**src/rtl/ep_buf_pkg.sv**
```systemverilog
package ep_buf_pkg;
  localparam int EP_CNT_W = 11;

  typedef enum logic {
    TX_FILL  = 1'b0,
    TX_ARMED = 1'b1
  } tx_state_e;
endpackage

```
**src/rtl/ep_tx_ctrl.sv**
```systemverilog
module ep_tx_ctrl
  import ep_buf_pkg::*;
#(
  parameter int CNT_W = EP_CNT_W
) (
  input  logic             clk,
  input  logic             rst_n,
  input  logic             ep_enable,
  input  logic             tx_stall,
  input  logic [CNT_W-1:0] max_pkt,
  input  logic             tx_wr,
  input  logic             tx_validate,
  input  logic             in_ack,
  output logic             tx_ready,
  output logic [CNT_W-1:0] tx_count,
  output logic             data_toggle
);
  tx_state_e        state_q, state_n;
  logic [CNT_W-1:0] cnt_q, cnt_n, cnt_inc;
  logic             tog_q, tog_n;
  logic             send;

  assign cnt_inc = cnt_q + 1'b1;
  assign send    = (state_q == TX_ARMED) && in_ack && ep_enable && !tx_stall;

  always_comb begin
    state_n = state_q;
    cnt_n   = cnt_q;
    tog_n   = tog_q;
    if (send) begin
      state_n = TX_FILL;
      cnt_n   = '0;
      tog_n   = ~tog_q;
    end else if (state_q == TX_FILL) begin
      if (tx_wr) begin
        cnt_n = cnt_inc;
        if (cnt_inc >= max_pkt) state_n = TX_ARMED;
      end
      if (tx_validate) state_n = TX_ARMED;
    end
    if (!ep_enable) tog_n = 1'b0;
  end

  always_ff @(posedge clk or negedge rst_n) begin
    if (!rst_n) begin
      state_q <= TX_FILL;
      cnt_q   <= '0;
      tog_q   <= 1'b0;
    end else begin
      state_q <= state_n;
      cnt_q   <= cnt_n;
      tog_q   <= tog_n;
    end
  end

  assign tx_ready    = (state_q == TX_ARMED);
  assign tx_count    = cnt_q;
  assign data_toggle = tog_q;

  assert_auto_arm_R1: assert property (@(posedge clk) disable iff (!rst_n)
    (!tx_ready && tx_wr && ((tx_count + 1'b1) >= max_pkt)) |=> tx_ready);
  assert_validate_arms_R2: assert property (@(posedge clk) disable iff (!rst_n)
    (!tx_ready && tx_validate && !tx_wr) |=> (tx_ready && $stable(tx_count)));
  assert_send_clears_R3: assert property (@(posedge clk) disable iff (!rst_n)
    (tx_ready && in_ack && ep_enable && !tx_stall) |=> (!tx_ready && tx_count == '0));
  assert_armed_holds_R4: assert property (@(posedge clk) disable iff (!rst_n)
    (tx_ready && !(in_ack && ep_enable && !tx_stall)) |=> (tx_ready && $stable(tx_count)));
  assert_toggle_reset_R9: assert property (@(posedge clk) disable iff (!rst_n)
    !ep_enable |=> !data_toggle);
endmodule

```
**src/rtl/ep_rx_bank.sv**
```systemverilog
module ep_rx_bank
  import ep_buf_pkg::*;
#(
  parameter int CNT_W = EP_CNT_W
) (
  input  logic             clk,
  input  logic             rst_n,
  input  logic [CNT_W-1:0] max_pkt,
  input  logic             wr,
  input  logic             pkt_end,
  input  logic             rd,
  input  logic             clr,
  output logic             full,
  output logic [CNT_W-1:0] count
);
  logic             full_q, full_n;
  logic [CNT_W-1:0] cnt_q, cnt_n;
  logic             wr_ok, end_ok, rd_ok, clr_ok;

  assign wr_ok  = !full_q && wr && (cnt_q < max_pkt);
  assign end_ok = !full_q && pkt_end;
  assign rd_ok  = full_q && rd && (cnt_q != '0);
  assign clr_ok = full_q && clr;

  always_comb begin
    full_n = full_q;
    cnt_n  = cnt_q;
    if (clr_ok) begin
      full_n = 1'b0;
      cnt_n  = '0;
    end else if (rd_ok) begin
      cnt_n  = cnt_q - 1'b1;
      full_n = (cnt_q != CNT_W'(1));
    end else begin
      if (wr_ok)  cnt_n  = cnt_q + 1'b1;
      if (end_ok) full_n = 1'b1;
    end
  end

  always_ff @(posedge clk or negedge rst_n) begin
    if (!rst_n) begin
      full_q <= 1'b0;
      cnt_q  <= '0;
    end else begin
      full_q <= full_n;
      cnt_q  <= cnt_n;
    end
  end

  assign full  = full_q;
  assign count = cnt_q;

  assert_full_holds_R6: assert property (@(posedge clk) disable iff (!rst_n)
    (full && !rd && !clr) |=> (full && $stable(count)));
  assert_clear_empties_R7: assert property (@(posedge clk) disable iff (!rst_n)
    (full && clr) |=> (!full && count == '0));
  assert_no_overfill_R5: assert property (@(posedge clk) disable iff (!rst_n)
    (!full && count >= max_pkt && !pkt_end && $stable(max_pkt)) |=> $stable(count));
endmodule

```
**src/rtl/ep_buf_ctrl.sv**
```systemverilog
module ep_buf_ctrl
  import ep_buf_pkg::*;
#(
  parameter int CNT_W      = EP_CNT_W,
  parameter int DOUBLE_BUF = 1
) (
  input  logic              clk,
  input  logic              rst_n,
  input  logic              ep_enable,
  input  logic              tx_stall,
  input  logic [CNT_W-1:0]  max_pkt,
  input  logic              tx_wr,
  input  logic              tx_validate,
  input  logic              in_ack,
  input  logic              rx_wr,
  input  logic              rx_pkt_end,
  input  logic              rx_rd,
  input  logic              rx_clear,
  output logic              tx_ready,
  output logic [CNT_W-1:0]  tx_count,
  output logic              data_toggle,
  output logic [DOUBLE_BUF:0] rx_full,
  output logic              rx_avail,
  output logic [CNT_W-1:0]  rx_count
);
  localparam int NBUF = DOUBLE_BUF + 1;

  logic clr_q;
  logic clr_pulse;

  always_ff @(posedge clk or negedge rst_n) begin
    if (!rst_n) clr_q <= 1'b0;
    else        clr_q <= rx_clear;
  end
  assign clr_pulse = rx_clear && !clr_q;

  ep_tx_ctrl #(.CNT_W(CNT_W)) u_tx (
    .clk         (clk),
    .rst_n       (rst_n),
    .ep_enable   (ep_enable),
    .tx_stall    (tx_stall),
    .max_pkt     (max_pkt),
    .tx_wr       (tx_wr),
    .tx_validate (tx_validate),
    .in_ack      (in_ack),
    .tx_ready    (tx_ready),
    .tx_count    (tx_count),
    .data_toggle (data_toggle)
  );

  logic [CNT_W-1:0] bank_cnt [NBUF];
  logic [NBUF-1:0]  bank_full;

  generate
    if (DOUBLE_BUF != 0) begin : g_pingpong
      logic wr_sel_q, wr_sel_n, rd_sel_q, rd_sel_n;
      logic rd_leaves;

      assign rd_leaves = bank_full[rd_sel_q] &&
                         (clr_pulse || (rx_rd && bank_cnt[rd_sel_q] == CNT_W'(1)));

      always_comb begin
        wr_sel_n = wr_sel_q;
        rd_sel_n = rd_sel_q;
        if (rx_pkt_end && !bank_full[wr_sel_q]) wr_sel_n = ~wr_sel_q;
        if (rd_leaves) rd_sel_n = ~rd_sel_q;
      end

      always_ff @(posedge clk or negedge rst_n) begin
        if (!rst_n) begin
          wr_sel_q <= 1'b0;
          rd_sel_q <= 1'b0;
        end else begin
          wr_sel_q <= wr_sel_n;
          rd_sel_q <= rd_sel_n;
        end
      end

      for (genvar i = 0; i < NBUF; i++) begin : g_bank
        ep_rx_bank #(.CNT_W(CNT_W)) u_bank (
          .clk     (clk),
          .rst_n   (rst_n),
          .max_pkt (max_pkt),
          .wr      (rx_wr      && (wr_sel_q == 1'(i))),
          .pkt_end (rx_pkt_end && (wr_sel_q == 1'(i))),
          .rd      (rx_rd      && (rd_sel_q == 1'(i))),
          .clr     (clr_pulse  && (rd_sel_q == 1'(i))),
          .full    (bank_full[i]),
          .count   (bank_cnt[i])
        );
      end

      assign rx_avail = bank_full[rd_sel_q];
      assign rx_count = bank_cnt[rd_sel_q];

      assert_one_clear_R8: assert property (@(posedge clk) disable iff (!rst_n)
        (clr_pulse && $countones(rx_full) == 2) |=> ($countones(rx_full) == 1));
    end else begin : g_single
      ep_rx_bank #(.CNT_W(CNT_W)) u_bank (
        .clk     (clk),
        .rst_n   (rst_n),
        .max_pkt (max_pkt),
        .wr      (rx_wr),
        .pkt_end (rx_pkt_end),
        .rd      (rx_rd),
        .clr     (clr_pulse),
        .full    (bank_full[0]),
        .count   (bank_cnt[0])
      );
      assign rx_avail = bank_full[0];
      assign rx_count = bank_cnt[0];
    end
  endgenerate

  assign rx_full = bank_full;

  assert_clear_spares_tx_R7: assert property (@(posedge clk) disable iff (!rst_n)
    (clr_pulse && !tx_wr && !tx_validate && !in_ack) |=> ($stable(tx_count) && $stable(tx_ready)));
endmodule

```
**config.mk**
```make
export PLATFORM = sky130hd
export DESIGN_NAME = ep_buf_ctrl
export DESIGN_NICKNAME = d
export VERILOG_FILES = /design/src/rtl/ep_buf_pkg.sv /design/src/rtl/ep_tx_ctrl.sv /design/src/rtl/ep_rx_bank.sv /design/src/rtl/ep_buf_ctrl.sv
export SDC_FILE = /design/constraint.sdc
export NUM_CORES = 1
export LEC_CHECK = 0
export BUFFER_PORTS_ARGS = -buffer_cell sky130_fd_sc_hd__buf_2
export CORE_UTILIZATION = 25
export CTS_CLUSTER_SIZE = 28
export DETAILED_ROUTE_END_ITERATION = 12
export HOLD_SLACK_MARGIN = 0.03
export PLACE_DENSITY = 0.5
export SLEW_MARGIN = 10
export SYNTH_ARGS = -nofsm -noshare
export SYNTH_HDL_FRONTEND = slang
export SYNTH_SLANG_ARGS = --single-unit
```
**constraint.sdc**
```tcl
create_clock -name clk -period 3 [get_ports clk]
set_input_delay 0.45 -clock clk [delete_from_list [all_inputs] [get_ports clk]]
set_output_delay 0.45 -clock clk [all_outputs]
set_load 0.01 [all_outputs]
```
==> flow_summary.json <==
{
  "run_status": "finished clean",
  "p_sw_w": 0.001529,
  "fillCellCount": 1461,
  "routed_wl_um": 9963,
  "max_freq_mhz": 351.1,
  "area_growth_pct": 18.83,
  "drt-initial-drc-count": 137,
  "row_count": 42,
  "post-cts-setup-buffers": 0,
  "hold_buffers": 0,
  "path_class": "flip-flop to flip-flop",
  "grt_pass1_wl_um": 16280,
  "power.total_w": 0.003323,
  "required_ns": 3.16,
  "cts_tree": "done",
  "power_density_nw_per_um2": 813.9,
  "synth_nets": 457,
  "finalCritPeriodShare_pct": 94.94,
  "antenna_found_initial": 0,
  "synth_edf_count": 0,
  "setup.worst_path.start_class": "flip-flop",
  "port_buffers": 48,
  "grtUsageTotal_pct": 14.52,
  "maxCapViolCount": 0,
  "synth_seq_cells": 40,
  "combPwrFrac_pct": 53.7,
  "wl_per_cell_um": 15.81,
  "fin_crit_ns": 2.848,
  "seq_power_share_pct": 29.9,
  "synth_area_leader_cell": "dfrtp_1",
  "synth_ff_type": "dfrtp_1",
  "grt_pass1_vias": 3181,
  "timing.final.hold_violations": 0,
  "max-vdd-ir-drop_mv": 0.2796,
  "multiInputGateArea_sq_um": 2306,
  "hold_depth": 1,
  "drc": 0,
  "dr.pass1.iters": 4,
  "h-tree-depth": 2,
  "avgSynthCellArea_sq_um": 8.654,
  "dieArea_sq_um": 14220,
  "switching_share_pct": 46.01,
  "detail-route-antenna-nets": 0,
  "finClkSkew_ns": 0.008096,
  "final_common_cell": "buf_2",
  "crit_fanout": 4,
  "crit_arrival_ns": 3.01,
  "synth_area_leaders": "dfrtp_1, ha_1, nand2_1, o21ai_0, a21oi_1",
  "grt.overflow.total": 0,
  "clock_sinks": 40,
  "yosys.cell_types.count": 55,
  "hpwl_um": 7726,
  "place.gp.congestion": 0.8390,
  "num_io_pins": 49,
  "dieWidth_um": 119.2,
  "syn_area_sq_um": 3436,
  "cts_made_buffers": 5,
  "p_int_w": 0.001794,
  "nNetsFinal": 513,
  "mostFrequentLayoutCells": "buf_2, nand2_1, dfrtp_1",
  "p_clk_share_pct": 16.4,
  "tightest_slew_ns": 0.9672,
  "setup_viol": 0,
  "vias": 3198,
  "ys_warn_count": 0,
  "ys_seq_area_share_pct": 29.13,
  "finalSetupTns_ns": 0,
  "grt_max_degree": 41,
  "antenna_cells": 0,
  "worst_r2r_path_depth": 10,
  "drive_above_1_share_pct": 20.26,
  "hold_path.class": "input port to flip-flop",
  "start_util_pct": 25.74,
  "finalMaxSlewViolations": 0,
  "ff_latch_area_sq_um": 1001,
  "end_kind": "flip-flop",
  "via_per_inst": 5.076,
  "fp.dieH_um": 119.2,
  "clkTransAtPathRegs_ns": 0.06,
  "synth_top_cell_area_share_pct": 29.13,
  "clk_path_buf_depth": 2,
  "synthArstFlopShare_pct": 100.0,
  "clk_latency_ns": 0.29,
  "rsz0062_at_grt": "false",
  "cts_root_buffer": "clkbuf_16",
  "syn_inst": 397,
  "p_leak_nw": 1.945,
  "core-area_sq_um": 13350,
  "relSlewSlack_pct": 35.52
}
power by group through the flow:
stage	combinational (W)	sequential [W]	clock, W
6_report	0.00178	0.000994	0.000545
5_1_grt	0.00199	0.00103	0.000585
4_1_cts	0.00180	0.000995	0.000568
3_5_place_dp	0.00179	0.00100	0
3_3_place_gp	0.00176	0.00100	0
2_1_floorplan	0.00130	0.000911	0
synth_stat cells, types with 3 or more instances:
library cell and n:
xor2_1 6, nor4_1 5, or3_2 3, buf_4 3, o211ai_1 10, nand4_1 10, nand2_1 43, o21ai_0 31
nor2_1 18, a31oi_1 3, or4_1 9, a22o_1 5, mux2i_1 5, mux2_2 11, nor3_1 9, and3_1 12
nor2b_1 5, or3_1 5, nand3_1 16, clkbuf_1 6, xnor2_1 6, nand2b_1 11, ha_1 38, inv_1 17
a21oi_1 30, dfrtp_1 40
worst paths after layout:
path	slack, ns	end	startpoint
worst max-delay path	0.15	u_tx.tx_ready	u_tx.tx_count[4]
worst min-delay path	0.29	clr_q	rx_clear
worst max register to register	0.15	u_tx.tx_ready	u_tx.tx_count[4]
worst min register to register	0.57	u_tx.tx_count[10]	u_tx.tx_count[10]
max in group asynchronous	2.07	g_pingpong.g_bank[1].u_bank.count[2]	rst_n
min in group asynchronous	0.32	u_tx.tx_count[7]	rst_n
repair_timing:
item                       4_1_cts  5_1_grt
setup endpoints to repair        0        1
hold endpoints to repair         0        0
gates resized for setup          0        2
logic make-up (layout without fill, tap and decap cells):
| family | Yosys count | count (layout) | synth area share [%] |
|---|---|---|---|
| AO/OA/AOI/OAI | 104 | 104 | 19.77 |
| XOR/XNOR | 12 | 12 | 3.059 |
| adder cells (fa/ha/maj) | 38 | 38 | 13.84 |
| buffers and inverters | 30 | 87 | 4.042 |
| flip-flops | 40 | 40 | 29.13 |
| multiplexers | 16 | 16 | 5.062 |
| AND/OR/NAND/NOR | 157 | 157 | 25.09 |
stage by stage:
| step | hold WS, ns | worst slack [ns] | std cells | util [%] | area [sq um] |
|---|---|---|---|---|---|
| after floorplan | 0.1544 | 0.2855 | 397 | - | 3436 |
| after global placement | 0.5403 | 0.2198 | 622 | 29.42 | 3926 |
| after detailed placement | 0.5576 | 0.09420 | 622 | 29.42 | 3926 |
| after CTS | 0.2885 | 0.07628 | 630 | 30.51 | 4073 |
| after global routing | 0.2969 | 0.006634 | 630 | 30.59 | 4083 |
| final | 0.2934 | 0.1518 | 630 | 30.59 | 4083 |
cell type report:
| cell class | count | share of cell area [%] |
|---|---|---|
| Tap cell | 176 | 5.394 |
| Clock buffer | 8 | 3.586 |
| Multi-Input combinational cell | 327 | 56.48 |
| Sequential cell | 40 | 24.52 |
| Inverter | 17 | 1.563 |
| Timing Repair Buffer | 62 | 8.458 |
critical path, stage by stage (launching register included):
cell	delay (ns)
dfrtp_1	0.39
and3_1	0.19
and3_1	0.23
and3_1	0.25
nand3_1	0.11
xnor2_1	0.25
ha_1	0.30
a21o_1	0.20
a2111oi_2	0.43
inv_1	0.08
o31a_1	0.28
per-layer routing:
layer	global-route usage, %	wire, um	share of wire [%]
met1	16.62	4204	42
met2	27.14	5343	54
met5	0	0	0
met3	2.347	257	2.6
met4	4.668	158	1.6
state kept, by name (all words and copies together), names as in the netlist:
signal	cells
g_pingpong.g_bank.u_bank.count	22
u_tx.tx_count	11
g_pingpong.g_bank.u_bank.full	2
clr_q	1
g_pingpong.rd_sel_q	1
g_pingpong.wr_sel_q	1
u_tx.data_toggle	1
u_tx.tx_ready	1
Power figures use the tool's default switching activity.
